==> config.mk <==
export PLATFORM = sky130hd
export DESIGN_NAME = ulpiPhyCtlBank
export DESIGN_NICKNAME = d
export VERILOG_FILES = /design/src/rtl/ulpiCtlPkg.sv /design/src/rtl/ulpiRegDatapath.sv /design/src/rtl/ulpiRegControl.sv /design/src/rtl/ulpiPhyCtlBank.sv
export SDC_FILE = /design/constraint.sdc
export NUM_CORES = 1
export LEC_CHECK = 0
export ABC_AREA = 1
export ABC_CLOCK_PERIOD_IN_PS = 1100
export BUFFER_PORTS_ARGS = -buffer_cell sky130_fd_sc_hd__clkbuf_2
export CORE_MARGIN = 1.5
export CORE_UTILIZATION = 42
export CTS_CLUSTER_DIAMETER = 100
export DETAILED_ROUTE_END_ITERATION = 7
export PLACE_DENSITY_LB_ADDON = 0.08
export SYNTH_ARGS = -nofsm -noshare
export SYNTH_HDL_FRONTEND = slang
export SYNTH_SLANG_ARGS = --single-unit
==> constraint.sdc <==
create_clock -name clk -period 1.1 [get_ports clk]
set_input_delay 0.22 -clock clk [delete_from_list [all_inputs] [get_ports clk]]
set_output_delay 0.22 -clock clk [all_outputs]
set_load 0.01 [all_outputs]
==> src/rtl/ulpiCtlPkg.sv <==
package ulpiCtlPkg;

  typedef enum logic [1:0] {
    ACC_NONE,
    ACC_LOAD,
    ACC_SET,
    ACC_CLR
  } accKind_t;

  // strobes from the control module to the datapath
  typedef struct packed {
    logic clrReset;     // reset sequence finished
    logic setSuspendM;  // low-power exit on stp
    logic lockReset;    // sequence running, link sets of the reset bit ignored
  } hwStrobe_t;

  localparam int FC_SUSPENDM = 6;
  localparam int FC_RESET    = 5;
  localparam logic [7:0] FC_LINK_MASK = 8'h5F;
  localparam logic [7:0] FC_INIT      = 8'h41;
  localparam logic [7:0] IC_LINK_MASK = 8'hEA;
  localparam logic [7:0] IC_INIT      = 8'h00;

  function automatic logic [7:0] applyAccess(accKind_t kind, logic [7:0] cur, logic [7:0] data);
    logic [7:0] res;
    unique case (kind)
      ACC_LOAD: res = data;
      ACC_SET:  res = cur | data;
      ACC_CLR:  res = cur & ~data;
      default:  res = cur;
    endcase
    return res;
  endfunction

endpackage

==> src/rtl/ulpiRegDatapath.sv <==
module ulpiRegDatapath
  import ulpiCtlPkg::*;
#(
  parameter int ADDR_W = 6,
  parameter logic [ADDR_W-1:0] FUNC_BASE = 6'h04,
  parameter logic [ADDR_W-1:0] INTF_BASE = 6'h07
) (
  input  logic              clk,
  input  logic              rstN,
  input  logic [ADDR_W-1:0] regAddr,
  input  logic [7:0]        regWrData,
  input  logic              regWrEn,
  input  hwStrobe_t         hw,
  output logic [7:0]        regRdData,
  output logic [7:0]        funcQ,
  output logic [7:0]        intfQ
);

  localparam int NUM_REGS = 2;
  localparam int ALIASES  = 3;

  logic [NUM_REGS-1:0] hit;
  accKind_t            kind [NUM_REGS];

  generate
    for (genvar g = 0; g < NUM_REGS; g++) begin : gDecode
      localparam logic [ADDR_W-1:0] BASE = (g == 0) ? FUNC_BASE : INTF_BASE;
      logic [ADDR_W-1:0] offs;
      assign offs   = regAddr - BASE;
      assign hit[g] = (regAddr >= BASE) && (offs < ADDR_W'(ALIASES));
      always_comb begin
        kind[g] = ACC_NONE;
        if (regWrEn && hit[g]) begin
          unique case (offs[1:0])
            2'd0:    kind[g] = ACC_LOAD;
            2'd1:    kind[g] = ACC_SET;
            default: kind[g] = ACC_CLR;
          endcase
        end
      end
    end
  endgenerate

  logic [7:0] funcLink, funcNext, intfNext;

  always_comb begin
    funcLink = applyAccess(kind[0], funcQ, regWrData);
    funcNext = funcLink & FC_LINK_MASK;
    funcNext[FC_SUSPENDM] = hw.setSuspendM ? 1'b1 : funcLink[FC_SUSPENDM];
    funcNext[FC_RESET]    = hw.clrReset ? 1'b0
                          : (funcQ[FC_RESET] | (funcLink[FC_RESET] & ~hw.lockReset));
    intfNext = applyAccess(kind[1], intfQ, regWrData) & IC_LINK_MASK;
  end

  always_ff @(posedge clk or negedge rstN) begin
    if (!rstN) begin
      funcQ <= FC_INIT;
      intfQ <= IC_INIT;
    end else begin
      funcQ <= funcNext;
      intfQ <= intfNext;
    end
  end

  always_comb begin
    if (hit[0])      regRdData = funcQ;
    else if (hit[1]) regRdData = intfQ;
    else             regRdData = 8'h00;
  end

endmodule

==> src/rtl/ulpiRegControl.sv <==
module ulpiRegControl
  import ulpiCtlPkg::*;
#(
  parameter int RST_CYCLES = 8
) (
  input  logic      clk,
  input  logic      rstN,
  input  logic      resetBit,
  input  logic      suspendMBit,
  input  logic      stp,
  output hwStrobe_t hw,
  output logic      dirReq,
  output logic      coreRst,
  output logic      lowPower,
  output logic      rxCmdUpdate
);

  localparam int CNT_W = (RST_CYCLES > 1) ? $clog2(RST_CYCLES) : 1;

  typedef enum logic [1:0] {SEQ_IDLE, SEQ_BUSY, SEQ_NOTIFY} seqState_t;

  seqState_t  seqState;
  logic [CNT_W-1:0] cnt;

  always_ff @(posedge clk or negedge rstN) begin
    if (!rstN) begin
      seqState <= SEQ_IDLE;
      cnt      <= '0;
    end else begin
      unique case (seqState)
        SEQ_IDLE: if (resetBit) begin
          seqState <= SEQ_BUSY;
          cnt      <= CNT_W'(RST_CYCLES - 1);
        end
        SEQ_BUSY: begin
          if (cnt == '0) seqState <= SEQ_NOTIFY;
          else           cnt <= cnt - 1'b1;
        end
        default: seqState <= SEQ_IDLE;
      endcase
    end
  end

  always_comb begin
    hw.clrReset    = (seqState == SEQ_BUSY) && (cnt == '0);
    hw.lockReset   = (seqState != SEQ_IDLE);
    hw.setSuspendM = stp && !suspendMBit;
  end

  assign dirReq      = (seqState == SEQ_BUSY);
  assign coreRst     = (seqState == SEQ_BUSY);
  assign rxCmdUpdate = (seqState == SEQ_NOTIFY);
  assign lowPower    = !suspendMBit;

endmodule

==> src/rtl/ulpiPhyCtlBank.sv <==
module ulpiPhyCtlBank
  import ulpiCtlPkg::*;
#(
  parameter int ADDR_W = 6,
  parameter int RST_CYCLES = 8
) (
  input  logic              clk,
  input  logic              rstN,
  input  logic [ADDR_W-1:0] regAddr,
  input  logic [7:0]        regWrData,
  input  logic              regWrEn,
  input  logic              stp,
  output logic [7:0]        regRdData,
  output logic [1:0]        opMode,
  output logic              termSel,
  output logic [1:0]        xcvrSel,
  output logic              protDisable,
  output logic              indPassthru,
  output logic              indComplement,
  output logic              clkSuspendN,
  output logic              serial3Pin,
  output logic              dirReq,
  output logic              coreRst,
  output logic              lowPower,
  output logic              rxCmdUpdate
);

  hwStrobe_t  hw;
  logic [7:0] funcQ, intfQ;

  ulpiRegDatapath #(
    .ADDR_W(ADDR_W),
    .FUNC_BASE(ADDR_W'(4)),
    .INTF_BASE(ADDR_W'(7))
  ) uDatapath (
    .clk(clk), .rstN(rstN), .regAddr(regAddr), .regWrData(regWrData),
    .regWrEn(regWrEn), .hw(hw), .regRdData(regRdData),
    .funcQ(funcQ), .intfQ(intfQ)
  );

  ulpiRegControl #(.RST_CYCLES(RST_CYCLES)) uControl (
    .clk(clk), .rstN(rstN), .resetBit(funcQ[FC_RESET]),
    .suspendMBit(funcQ[FC_SUSPENDM]), .stp(stp), .hw(hw),
    .dirReq(dirReq), .coreRst(coreRst), .lowPower(lowPower),
    .rxCmdUpdate(rxCmdUpdate)
  );

  assign opMode        = funcQ[4:3];
  assign termSel       = funcQ[2];
  assign xcvrSel       = funcQ[1:0];
  assign protDisable   = intfQ[7];
  assign indPassthru   = intfQ[6];
  assign indComplement = intfQ[5];
  assign clkSuspendN   = intfQ[3];
  assign serial3Pin    = intfQ[1];

endmodule

Word level (Yosys, flattened, before mapping)
Cells that the tools add are included.
{"block": "totals", "input_bits": 18, "regBits": 17}
{"block": "op_classes", "mux": 16, "reduce_logical": 18, "n_lt_le_gt_ge": 4, "eq_ne": 13, "n_bitwise": 8, "n_addsub": 3}
{"cell": "one-hot mux 8 bit (3 select lines)", "n": 1}
{"cell": "one-hot mux 7 bit (3 select lines)", "n": 1}
{"cell": "2-to-1 mux 8 bit", "n": 2}
{"cell": ">= comparator 6 x 3 -> 1 bit (second input constant)", "n": 2}
{"cell": "less-than comparator 6 x 2 -> 1 bit (second input constant)", "n": 2}
{"cell": "one-hot mux 2 bit (2 select lines)", "n": 3}
{"cell": "subtractor 6 x 3 -> 6 bit (second input constant)", "n": 2}
{"cell": "equality test 2 x 1 -> 1 bit (second input constant)", "n": 5}
{"cell": "equality test 2 bit (second input constant)", "n": 5}
{"cell": "bitwise AND 8 bit", "n": 1}
{"cell": "2-to-1 mux 2 bit", "n": 4}
{"cell": "inverter 8 bit", "n": 1}
{"cell": "bitwise OR 8 bit", "n": 1}
{"cell": "bitwise AND 7 bit", "n": 1}
{"cell": "bitwise OR 7 bit", "n": 1}
{"cell": "logical AND 1 bit", "n": 6}
{"cell": "zero test 2 bit", "n": 3}
{"cell": "2-to-1 mux 3 bit", "n": 2}
{"cell": "one-hot mux 3 bit (2 select lines)", "n": 1}
{"cell": "nonzero test 3 bit", "n": 2}
{"cell": "!= test 2 bit (second input constant)", "n": 2}
{"cell": "nonzero test 2 bit", "n": 2}
{"cell": "nonzero test 4 bit", "n": 1}
{"cell": "zero test 3 bit", "n": 1}
{"cell": "other kinds (9)", "n": 10}

Longest topological paths before layout
Gate-level depths: netlist (run 1).
{"block": "depth", "depth_word": 10, "mapped_depth": 8}

Cells and area by module
From an unflattened synthesis (run 1), not the netlist that was laid out.
{"block": "hier_totals", "hier_cells": 143, "area_unflattened_um2": 1081.0}
{"mod": "ulpiRegDatapath", "cells_each": 102, "instances": 1, "seq_area_each_um2": 302.8, "area_each_um2": 767.0}
{"mod": "ulpiRegControl", "cells_each": 41, "instances": 1, "seq_area_each_um2": 125.1, "area_each_um2": 314.1}

Least setup slack after synthesis (run 1)
Ideal clock, no wire load.
{"block": "synth_timing", "path_kind": "flip-flop to flip-flop", "startpoint": "reg uControl.cnt[0]", "endpoint": "reg uControl.cnt[1]", "arrival_ns": 1.140, "n_path_buf": 0, "required_time_ns": 1.018, "slack_ns": -0.122, "stages_incl_launch_ff": 8, "setup_ns": 0.082, "path_cell_list": "dfrtp_1 -> inv_1 -> ha_1 -> a21oi_1 -> inv_1 -> nand2_1 -> nor2_1 -> a31oi_1"}
{"block": "synth_via", "elab_chain_len": 3}
{"element": "start: declaration", "line_no": "ulpiRegControl.sv:23", "text": "logic [CNT_W-1:0] cnt;"}
{"element": "start signal: assignment", "line_no": "ulpiRegControl.sv:33", "text": "cnt <= CNT_W'(RST_CYCLES - 1);"}
{"element": "start signal: assignment", "line_no": "ulpiRegControl.sv:37", "text": "else cnt <= cnt - 1'b1;"}
{"element": "subtractor 3 x 1 -> 3 bit or zero test 3 bit (tied branches)", "line_no": "ulpiRegControl.sv:37, ulpiRegControl.sv:36"}
{"element": "2-to-1 mux 3 bit or != test 2 bit (tied branches)"}
{"element": "one-hot mux 3 bit (2 select lines) or AND reduction 3 bit (tied branches)"}
Parallel ways exist; a longest one is shown, timed or not. The select of a mux whose other input is x is not followed.
A chain may end at the register's enable or synchronous reset.

Worst setup path after layout (run 1)
{"block": "layout_timing", "startpoint": "in regAddr[5]", "endpoint": "out regRdData[1]"}
{"block": "layout_via", "elab_chain_len": 5}
{"element": "start: declaration", "line_no": "ulpiPhyCtlBank.sv:9", "text": "input logic [ADDR_W-1:0] regAddr,"}
{"element": "subtractor 6 x 3 -> 6 bit", "line_no": "ulpiRegDatapath.sv:29", "text": "assign offs = regAddr - BASE;"}
{"element": "less-than comparator 6 x 2 -> 1 bit", "line_no": "ulpiRegDatapath.sv:30", "text": "assign hit[g] = (regAddr >= BASE) && (offs < ADDR_W'(ALIASES));"}
{"element": "logical AND 1 bit", "line_no": "ulpiRegDatapath.sv:30"}
{"element": "2-to-1 mux 8 bit", "line_no": "ulpiRegDatapath.sv:67", "text": "else if (hit[1]) regRdData = intfQ;"}
{"element": "2-to-1 mux 8 bit *", "line_no": "ulpiRegDatapath.sv:66", "text": "if (hit[0]) regRdData = funcQ;"}
{"element": "end: declaration", "line_no": "ulpiPhyCtlBank.sv:13", "text": "output logic [7:0] regRdData,"}
Every way passes the cells marked *; elsewhere a longest branch is shown, timed or not.

==> results of run 1 <==
placed cells by master, fill, tap and decap left out, drive strengths merged:
cell type / n
a21boi: 1
a21oi: 14
a31oi: 1
buf: 45
clkbuf: 26
clkinv: 1
dfrtp: 15
dfstp: 2
dlygate4sd3: 1
ha: 2
inv: 26
nand2: 23
nand3: 11
nand4: 2
nor2: 17
nor3b: 1
o21ai: 5
o22ai: 6
logic make-up (layout without fill, tap and decap cells):
family	Yosys count	count (layout)	synth area share (%)
and+or+nand+nor	54	54	26.86
AOI/OAI and AO/OA	27	27	16.11
buffers and inverters	27	99	10.74
DFF	17	17	43.73
adders and majority gates	2	2	2.557
state kept, by name, indices dropped and copies added (netlist names):
register and count:
uDatapath.intfQ 5, uDatapath.funcQ 7, uControl.cnt 3, uControl.seqState 2
synthesized netlist by cell type:
cell type / count / share of area, %
sky130_fd_sc_hd__clkinv_1: 1 / 0.38
sky130_fd_sc_hd__nor2_2: 1 / 0.64
sky130_fd_sc_hd__nand4_2: 1 / 1.3
sky130_fd_sc_hd__ha_1: 2 / 2.6
sky130_fd_sc_hd__dfrtp_1: 15 / 38
sky130_fd_sc_hd__a21boi_4: 1 / 1.9
sky130_fd_sc_hd__nand3_1: 9 / 4.6
sky130_fd_sc_hd__nor3b_1: 1 / 0.77
sky130_fd_sc_hd__nor2_1: 15 / 5.8
sky130_fd_sc_hd__nand2_1: 22 / 8.4
sky130_fd_sc_hd__nand2_2: 1 / 0.64
sky130_fd_sc_hd__o21ai_0: 5 / 2.6
sky130_fd_sc_hd__nor2_8: 1 / 2.0
sky130_fd_sc_hd__nand3_2: 2 / 2.0
sky130_fd_sc_hd__a31oi_1: 1 / 0.64
sky130_fd_sc_hd__a21oi_1: 14 / 7.2
sky130_fd_sc_hd__o22ai_1: 6 / 3.8
sky130_fd_sc_hd__nand4_1: 1 / 0.64
sky130_fd_sc_hd__inv_2: 2 / 0.77
sky130_fd_sc_hd__dfstp_2: 2 / 5.4
sky130_fd_sc_hd__inv_1: 23 / 8.8
sky130_fd_sc_hd__buf_4: 1 / 0.77
worst min-delay path by stage:
stage	to	cells past startpoint
2_1_floorplan	uControl.cnt[0]	0
3_3_place_gp	uDatapath.funcQ[5]	1
3_5_place_dp	uControl.seqState[1]	1
4_1_cts	uDatapath.funcQ[6]	3
5_1_grt	uDatapath.funcQ[6]	3
6_report	uDatapath.funcQ[6]	3
repair_timing:
action | CTS | global route
gates resized for setup | 18 | 62
hold endpoints to repair | 15 | 0
buffers inserted | 11 | 7
pin swaps | 9 | 9
endpoints found under the setup margin | 15 | 27
hold buffers | 1 | 0
worst min-delay path, cell delays in order:
cell and delay, ns:
sky130_fd_sc_hd__clkbuf_2 0.07, sky130_fd_sc_hd__o22ai_1 0.06, sky130_fd_sc_hd__nand2_1 0.06
area by class of cell:
cell class                      instances  share of cell area (%)
Multi-Input combinational cell         83                   34.97
Sequential cell                        17                   25.09
Clock inverter                          1                  0.2926
Inverter                               26                   6.291
Tap cell                               28                   2.048
Timing Repair Buffer                   69                   29.99
Clock buffer                            3                   1.317
layer usage:
layer	vias to the layer above	part of all wire, %	GRT usage (%)
met3	13	4.5	3.801
met4	0	4.2	11.40
met1	526	42	30.37
met5	-	0	0
met2	40	49	35.50
li1	551	-	-
power breakdown:
group          internal (mW)  switching, mW
sequential             0.825          0.148
combinational          0.789          0.748
clock                  0.136          0.228
==> metrics.txt, run 1 <==
result of the run=complete, but fails checks; violations in the final reports=negative setup slack; Max Slew Vio Count=0; chip width=51.27 um; data required time at the worst endpoint=0.88 ns; global-route wire length before repair=4402 um; category of the worst setup path capture point=output pin; path depth of the worst reg2reg path=8; # rows=17; sequence of cells on the critical path=clkbuf_2, a21oi_4, nand3_4, nor2_8, nand2_1, o21ai_1, buf_2; average vias per placed instance=4.978; launch point of the worst reg-to-reg path=uControl.seqState[1]; slowest stage cell, crit path=sky130_fd_sc_hd__a21oi_4; Cells after DPL=204; buffers from clock root to sink, at most=2; Yosys reg bits=17; leak pwr=0.8942 nW; Final Hold Violating Endpoints=0; worst-path fanout max=7; DRC=0; fin area=1710 sq um; maximum vdd drop=1548 uV; routed wirelength normalized by instance count=14.46 um; library cell used as clock root buffer=sky130_fd_sc_hd__clkbuf_4; Clock H-tree levels=1; Worst Max-Slew Pin Slew=0.4475 ns; initial antenna violation count=0; gr ovfl total=0; Layout area overhead=74.81%; area occupied by multi-input gates=598.1 sq um; FMAX=743.0 MHz; Final GP Congestion=0.8423; clock period minus final worst setup slack=1.346 ns; setup total negative slack=-2.691 ns; CP startpoint kind=input pin; clock latency at the later pin of the worst-skew pair=0.31 ns; worst hold-check path type=in2reg; source of the worst hold timing path=stp; y dimension of the die=51.27 um; number of distinct library cells after synthesis=22; count of antenna diodes in the layout=0; unrepaired setup endpoints after global routing=yes; final number of setup-violating endpoints=19; Die ar.=2628 sq um; worst slack, placed=-0.3246 ns; count of port buffers added during placement=39; synthesized area=978.4 sq um; Tot Pwr=2.874 mW; fraction of the yosys area taken by sequential cells=43.73%; total area of sequential cells=429.2 sq um; mean cell area of the mapped netlist=7.704 sq um; worst setup margin=-0.2459 ns; placed cell area=1309 sq um; filler instances=147; path type of the worst setup path=in2out; proportion of layout cells with a drive suffix above 1=58.29%; Clock Sinks=17; number of standard cells after synthesis=127; part of the cycle the worst path needs=122.4%; NumNets Final=220; Synth warnings=0; Total Routed Length=3283 um; power density over the cells=1680 nW/um^2; placed wire-length estimate after detailed placement=1921 um; Ports=40; logic depth of the worst path, buffers included=7; count of vias placed by the detailed router=1130; number of global-route vias before repair=986; Post-Synthesis Net Count=147; utilization after layout=77.32%; Slew headroom=70.17%; Critical path origin=regAddr[5]; number of iterations in the first detailed-routing pass=4; stage delay of the slowest cell on the critical path=0.17 ns; arrival time at the worst endpoint=1.13 ns; total clock buffers created by CTS=3; TritonCTS clock tree=done; final std cells w/o fill=227; Initial Utilization=44.23%; number of buffer and inverter stages on the critical path=2; pin count of the biggest net entering global routing=18; clock edge transition at the registers on the reported setup and hold paths=0.11 ns; worst-case clock skew=0.001186 ns; delay-heaviest family, CP=simple AND/OR/NAND/NOR gates; Core Box Area=2212 sq um; ANT nets after route=0; capturing instance or port of the critical path=regRdData[1]; max_cap viols=0; final-layout worst hold slack=0.1296 ns; DRC marker count from the first detailed-route iteration=25; flop-to-flop setup slack=-0.15 ns; capture point of the worst reg-to-reg path=uControl.cnt[1]; GRT Resource Usage Total=22.74%
Note: power is estimated with default switching activity, not from simulation.
==> inputs of run 2 (changes only) <==
ABC_AREA = unset   (was 1)
CORE_UTILIZATION = 44   (was 42)
==> metrics.txt, run 2 <==
Top FF cell, synth=sky130_fd_sc_hd__dfrtp_1; Slew headroom=68.03%; Ports=40; DRC=0; final number of setup-violating endpoints=21; category of the worst setup path capture point=flip-flop; total area of sequential cells=429.2 sq um; clock period minus final worst setup slack=1.328 ns; highest-count cells in the layout ignoring fill and taps=22 x sky130_fd_sc_hd__clkbuf_2, 20 x sky130_fd_sc_hd__buf_4, 19 x sky130_fd_sc_hd__buf_6, 14 x sky130_fd_sc_hd__nand2_1, 14 x sky130_fd_sc_hd__dfrtp_1; clock edge transition at the registers on the reported setup and hold paths=0.12 ns; clock latency at the later pin of the worst-skew pair=0.30 ns; worst slack, placed=-0.3011 ns; Synth warnings=0; Layout area overhead=64.27%; number of global-route vias before repair=1025; buffers from clock root to sink, at most=2; part of the cycle the worst path needs=120.7%; placed wire-length estimate after detailed placement=1925 um; average vias per placed instance=5.308; Max Slew Vio Count=0; violations in the final reports=negative setup slack; flop-to-flop setup slack=-0.23 ns; number of flops mapped to enable cells by yosys=0; result of the run=complete, but fails checks; Core Box Area=2432 sq um; y dimension of the die=53.31 um; filler instances=170; count of vias placed by the detailed router=1173; most common library cell in the layout ignoring fill and taps=sky130_fd_sc_hd__clkbuf_2; number of standard cells after synthesis=126; Yosys reg bits=17; Initial Utilization=45.78%; count of port buffers added during placement=39; source of the worst hold timing path=stp; gr ovfl total=0; synthesized area=1114 sq um; share of synthesized registers carrying an async set or reset=100.0%; placed cell area=1416 sq um; worst hold-check path type=in2reg; Clock H-tree levels=1; FMAX=753.1 MHz; final-layout worst hold slack=0.1581 ns; worst-case clock skew=0.0002791 ns; number of distinct library cells after synthesis=36; leak pwr=0.8727 nW; Yosys top cell area share=33.71%; data required time at the worst endpoint=1.34 ns; initial antenna violation count=0; count of antenna diodes in the layout=0; Die ar.=2841 sq um; setup total negative slack=-3.128 ns; fin area=1829 sq um; Worst Hold Path Cells=3; global-route wire length before repair=4698 um; power density over the cells=1661 nW/um^2; Worst Max-Slew Pin Slew=0.4795 ns; TritonCTS clock tree=done; fraction of the yosys area taken by sequential cells=38.43%; worst-path fanout max=4; capture point of the worst reg-to-reg path=uControl.cnt[0]; Final Hold Violating Endpoints=0; library cell with the largest summed area after synthesis=sky130_fd_sc_hd__dfrtp_1; unrepaired setup endpoints after global routing=yes; number of iterations in the first detailed-routing pass=4; most used standard cell by instance count after synthesis=sky130_fd_sc_hd__dfrtp_1; routed wirelength normalized by instance count=15.05 um; commonest cells in the netlist=15 x sky130_fd_sc_hd__dfrtp_1, 14 x sky130_fd_sc_hd__nand2_1, 10 x sky130_fd_sc_hd__a21oi_1, 10 x sky130_fd_sc_hd__a21oi_2, 9 x sky130_fd_sc_hd__nor2_1; proportion of layout cells with a drive suffix above 1=60.73%; Final GP Congestion=0.8423; Total Routed Length=3325 um; Cells after DPL=200; total clock buffers created by CTS=3; arrival time at the worst endpoint=1.57 ns; register name with the most flops=uDatapath.funcQ; DRC marker count from the first detailed-route iteration=22; path depth of the worst reg2reg path=6; path type of the worst setup path=reg2reg; mean cell area of the mapped netlist=8.838 sq um; area occupied by multi-input gates=760.7 sq um; Clock Sinks=17; pin count of the biggest net entering global routing=18; maximum vdd drop=1700 uV; Post-Synthesis Net Count=146; # rows=18; chip width=53.31 um; GRT Resource Usage Total=22.84%; worst setup margin=-0.2279 ns; CP startpoint kind=flip-flop; launch point of the worst reg-to-reg path=uControl.cnt[1]; largest registers=uDatapath.funcQ (7), uDatapath.intfQ (5), uControl.cnt (3); flip-flop count of the largest register, all copies and words added=7; Synth area leaders=sky130_fd_sc_hd__dfrtp_1 34%, sky130_fd_sc_hd__a21oi_2 7.9%, sky130_fd_sc_hd__dfstp_2 4.7%; ANT nets after route=0; library cell used as clock root buffer=sky130_fd_sc_hd__clkbuf_4; final std cells w/o fill=221; NumNets Final=212; max_cap viols=0; end of the worst hold path=uDatapath.funcQ[6]
-- run 2: cell count changes after synthesis, sizes merged, moves of 4 or more --
cell   change
inv       -21
xor2       +4
o21ai      +5
a22o       +5
nor2       -8
nand3      -9
and2       +5
nor2b      +4
o22ai      -5
buf        +6
a21oi      +6
nand2      -8
-- run 2: timing repair --
item	CTS	global route
endpoints found under the hold margin	15	0
resized for setup	23	55
pin swaps	11	14
endpoints found under the setup margin	18	30
hold buffers	1	0
setup buffers	14	4
-- run 2: through the flow --
step	power (mW)	utilization [%]
after global placement	1.956	58.23
after floorplan	1.574	-
after CTS	2.675	67.13
after detailed placement	1.994	58.23
final	3.039	75.21
after global routing	3.233	75.21
-- run 2: final cells by class --
class / count / share of cell area [%]
Tap cell: 30 / 2.052
Inverter: 4 / 0.8208
Multi-Input combinational cell: 97 / 41.59
Clock inverter: 1 / 0.2736
Timing Repair Buffer: 69 / 30.57
Clock buffer: 3 / 1.231
Sequential cell: 17 / 23.46
-- run 2: how the worst max path moves through the flow --
stage                  startpoint               to  slack (ns)  cells past startpoint
2_1_floorplan     uControl.cnt[0]  uControl.cnt[0]       -0.16                      6
3_3_place_gp           regAddr[2]     regRdData[5]       -0.28                      5
3_5_place_dp           regAddr[2]     regRdData[5]       -0.30                      5
4_1_cts        uDatapath.funcQ[6]     regRdData[6]       -0.23                      2
5_1_grt        uDatapath.funcQ[6]     regRdData[6]       -0.27                      2
6_report          uControl.cnt[1]  uControl.cnt[0]       -0.23                      6
-- run 2: cell families after synthesis --
logic type	share of synthesized area [%]
compound gates	25.96
xor+xnor	3.146
fa+ha+maj	2.247
buf+inv	6.740
flops	38.43
mux	1.011
simple gates	22.47
-- run 2: where the power goes --
| part | internal [mW] | leakage (nW) | switching, mW |
|---|---|---|---|
| registers | 0.807 | 0.197 | 0.174 |
| clock network | 0.136 | 0.0177 | 0.229 |
| logic | 0.923 | 0.658 | 0.770 |
| total | 1.87 | 0.873 | 1.17 |
-- run 2: routing by layer --
metal / global-route usage, % / wire, um
met1: 31.36 / 1458
met2: 36.83 / 1692
met3: 2.542 / 159
met4: 7.692 / 14
met5: 0 / 0
-- run 2: critical path, cell delays in order, from the launching register on --
cell	delay, ns
sky130_fd_sc_hd__dfrtp_1	0.42
sky130_fd_sc_hd__inv_2	0.09
sky130_fd_sc_hd__ha_4	0.13
sky130_fd_sc_hd__and2b_2	0.20
sky130_fd_sc_hd__nor2_2	0.05
sky130_fd_sc_hd__mux2_4	0.26
sky130_fd_sc_hd__a21oi_2	0.12
==> inputs of run 3 (changes only) <==
BUFFER_PORTS_ARGS = -buffer_cell sky130_fd_sc_hd__buf_2   (was -buffer_cell sky130_fd_sc_hd__clkbuf_2)
==> metrics.txt, run 3 (synthesized netlist as in run 2, its figures left out) <==
leak pwr=0.8671 nW; number of global-route vias before repair=1084; Final Hold Violating Endpoints=0; count of port buffers added during placement=39; Slew headroom=72.47%; Clock Sinks=17; clock edge transition at the registers on the reported setup and hold paths=0.10 ns; count of vias placed by the detailed router=1159; CP startpoint kind=flip-flop; worst-case clock skew=0.007340 ns; # rows=18; setup total negative slack=-3.015 ns; arrival time at the worst endpoint=1.58 ns; stage delay of the slowest cell on the critical path=0.40 ns; sequence of cells on the critical path=inv_2, ha_4, and2b_2, nor2_2, mux2_4, a21oi_2; ANT nets after route=0; data required time at the worst endpoint=1.33 ns; count of antenna diodes in the layout=0; Cells after DPL=200; result of the run=complete, but fails checks; library cell used as clock root buffer=sky130_fd_sc_hd__clkbuf_4; y dimension of the die=53.31 um; worst hold-check path type=in2reg; worst slack, placed=-0.3231 ns; utilization after layout=74.79%; maximum vdd drop=1439 uV; DRC=0; Die ar.=2841 sq um; register name with the most flops=uDatapath.funcQ; proportion of layout cells with a drive suffix above 1=61.46%; Tot Pwr=3.102 mW; category of the worst setup path capture point=flip-flop; GRT Resource Usage Total=23.21%; final std cells w/o fill=222; Clock H-tree levels=1; Layout area overhead=63.37%; most common library cell in the layout ignoring fill and taps=sky130_fd_sc_hd__buf_2; pin count of the biggest net entering global routing=18; clock latency at the later pin of the worst-skew pair=0.30 ns; unrepaired setup endpoints after global routing=yes; initial antenna violation count=0; NumNets Final=213; Final GP Congestion=0.8319; max_cap viols=0; Worst Max-Slew Pin Slew=0.4129 ns; worst setup margin=-0.2517 ns; path type of the worst setup path=reg2reg; routed wirelength normalized by instance count=14.55 um; fin area=1819 sq um; part of the cycle the worst path needs=122.9%; FMAX=739.8 MHz; worst-path fanout max=4; Max Slew Vio Count=0; TritonCTS clock tree=done; delay-heaviest family, CP=flip-flops; Initial Utilization=45.78%; Total Routed Length=3229 um; flip-flop count of the largest register, all copies and words added=7; DRC marker count from the first detailed-route iteration=10; highest-count cells in the layout ignoring fill and taps=26 x sky130_fd_sc_hd__buf_2, 23 x sky130_fd_sc_hd__buf_4, 17 x sky130_fd_sc_hd__buf_6, 14 x sky130_fd_sc_hd__dfrtp_1, 13 x sky130_fd_sc_hd__a21oi_2; placed cell area=1404 sq um; violations in the final reports=negative setup slack; clock period minus final worst setup slack=1.352 ns; buffers from clock root to sink, at most=2; chip width=53.31 um; slowest stage cell, crit path=sky130_fd_sc_hd__dfrtp_1; Ports=40; Core Box Area=2432 sq um; largest registers=uDatapath.funcQ (7), uDatapath.intfQ (5), uControl.cnt (3); total clock buffers created by CTS=3; number of buffer and inverter stages on the critical path=1; power density over the cells=1705 nW/um^2; gr ovfl total=0; final number of setup-violating endpoints=18; final-layout worst hold slack=0.1678 ns; number of iterations in the first detailed-routing pass=4; global-route wire length before repair=4733 um; placed wire-length estimate after detailed placement=1902 um; filler instances=178; average vias per placed instance=5.221
-- run 3: cell types whose count changed in the layout (fill, tap and decap cells not counted), moves of 2 or more --
cell	change
sky130_fd_sc_hd__buf_2	+22
sky130_fd_sc_hd__buf_4	+3
sky130_fd_sc_hd__nand2_1	-2
sky130_fd_sc_hd__clkbuf_2	-22
sky130_fd_sc_hd__buf_6	-2
-- run 3: final timing paths --
path | slack [ns] | cells past startpoint | start | end
worst max-delay path | -0.25 | 6 | uControl.cnt[1] | uControl.cnt[0]
worst min-delay path | 0.17 | 3 | stp | uDatapath.funcQ[6]
worst max register to register | -0.25 | 6 | uControl.cnt[1] | uControl.cnt[0]
worst min register to register | 0.53 | 2 | uControl.cnt[2] | uControl.cnt[2]
max in group asynchronous | 0.37 | 2 | rstN | uDatapath.funcQ[6]
min in group asynchronous | 0.39 | 2 | rstN | uDatapath.funcQ[4]
-- run 3: layer usage --
layer | up-vias | share of wire [%] | global-route usage, % | routed length [um]
li1 | 577 | - | - | -
met1 | 552 | 44 | 29.14 | 1407
met2 | 28 | 52 | 40.53 | 1674
met3 | 2 | 4.1 | 5.367 | 132
met4 | 0 | 0.43 | 3.846 | 14
met5 | - | 0 | 0 | 0
-- run 3: layout make-up --
| cell class | count | area, sq um | share of cell area [%] |
|---|---|---|---|
| multi-input combinational | 97 | 755.7 | 41.54 |
| inverter | 4 | 15.01 | 0.8253 |
| sequential | 17 | 429.2 | 23.59 |
| clock buffer | 3 | 22.52 | 1.238 |
| timing repair buffer | 70 | 554.3 | 30.47 |
| tap | 30 | 37.54 | 2.063 |
| clock inverter | 1 | 5.005 | 0.2751 |
-- run 3: repair_timing --
action | CTS | global route
setup endpoints to repair | 19 | 28
resized for setup | 28 | 33
pin swaps | 11 | 7
buffers inserted | 13 | 8
hold buffers | 1 | 0
hold endpoints to repair | 15 | 0
-- run 3: worst register-to-register path: stages (launching register included) --
cell                      delay, ns
sky130_fd_sc_hd__dfrtp_1       0.40
sky130_fd_sc_hd__inv_2         0.10
sky130_fd_sc_hd__ha_4          0.14
sky130_fd_sc_hd__and2b_2       0.20
sky130_fd_sc_hd__nor2_2        0.07
sky130_fd_sc_hd__mux2_4        0.27
sky130_fd_sc_hd__a21oi_2       0.12
-- run 3: report_power, final --
part / internal (mW) / total (mW) / leakage [nW] / switching [mW]
sequential: 0.808 / 0.965 / 0.197 / 0.157
combinational: 0.981 / 1.79 / 0.653 / 0.809
clock: 0.135 / 0.346 / 0.0177 / 0.210
total: 1.93 / 3.10 / 0.867 / 1.18
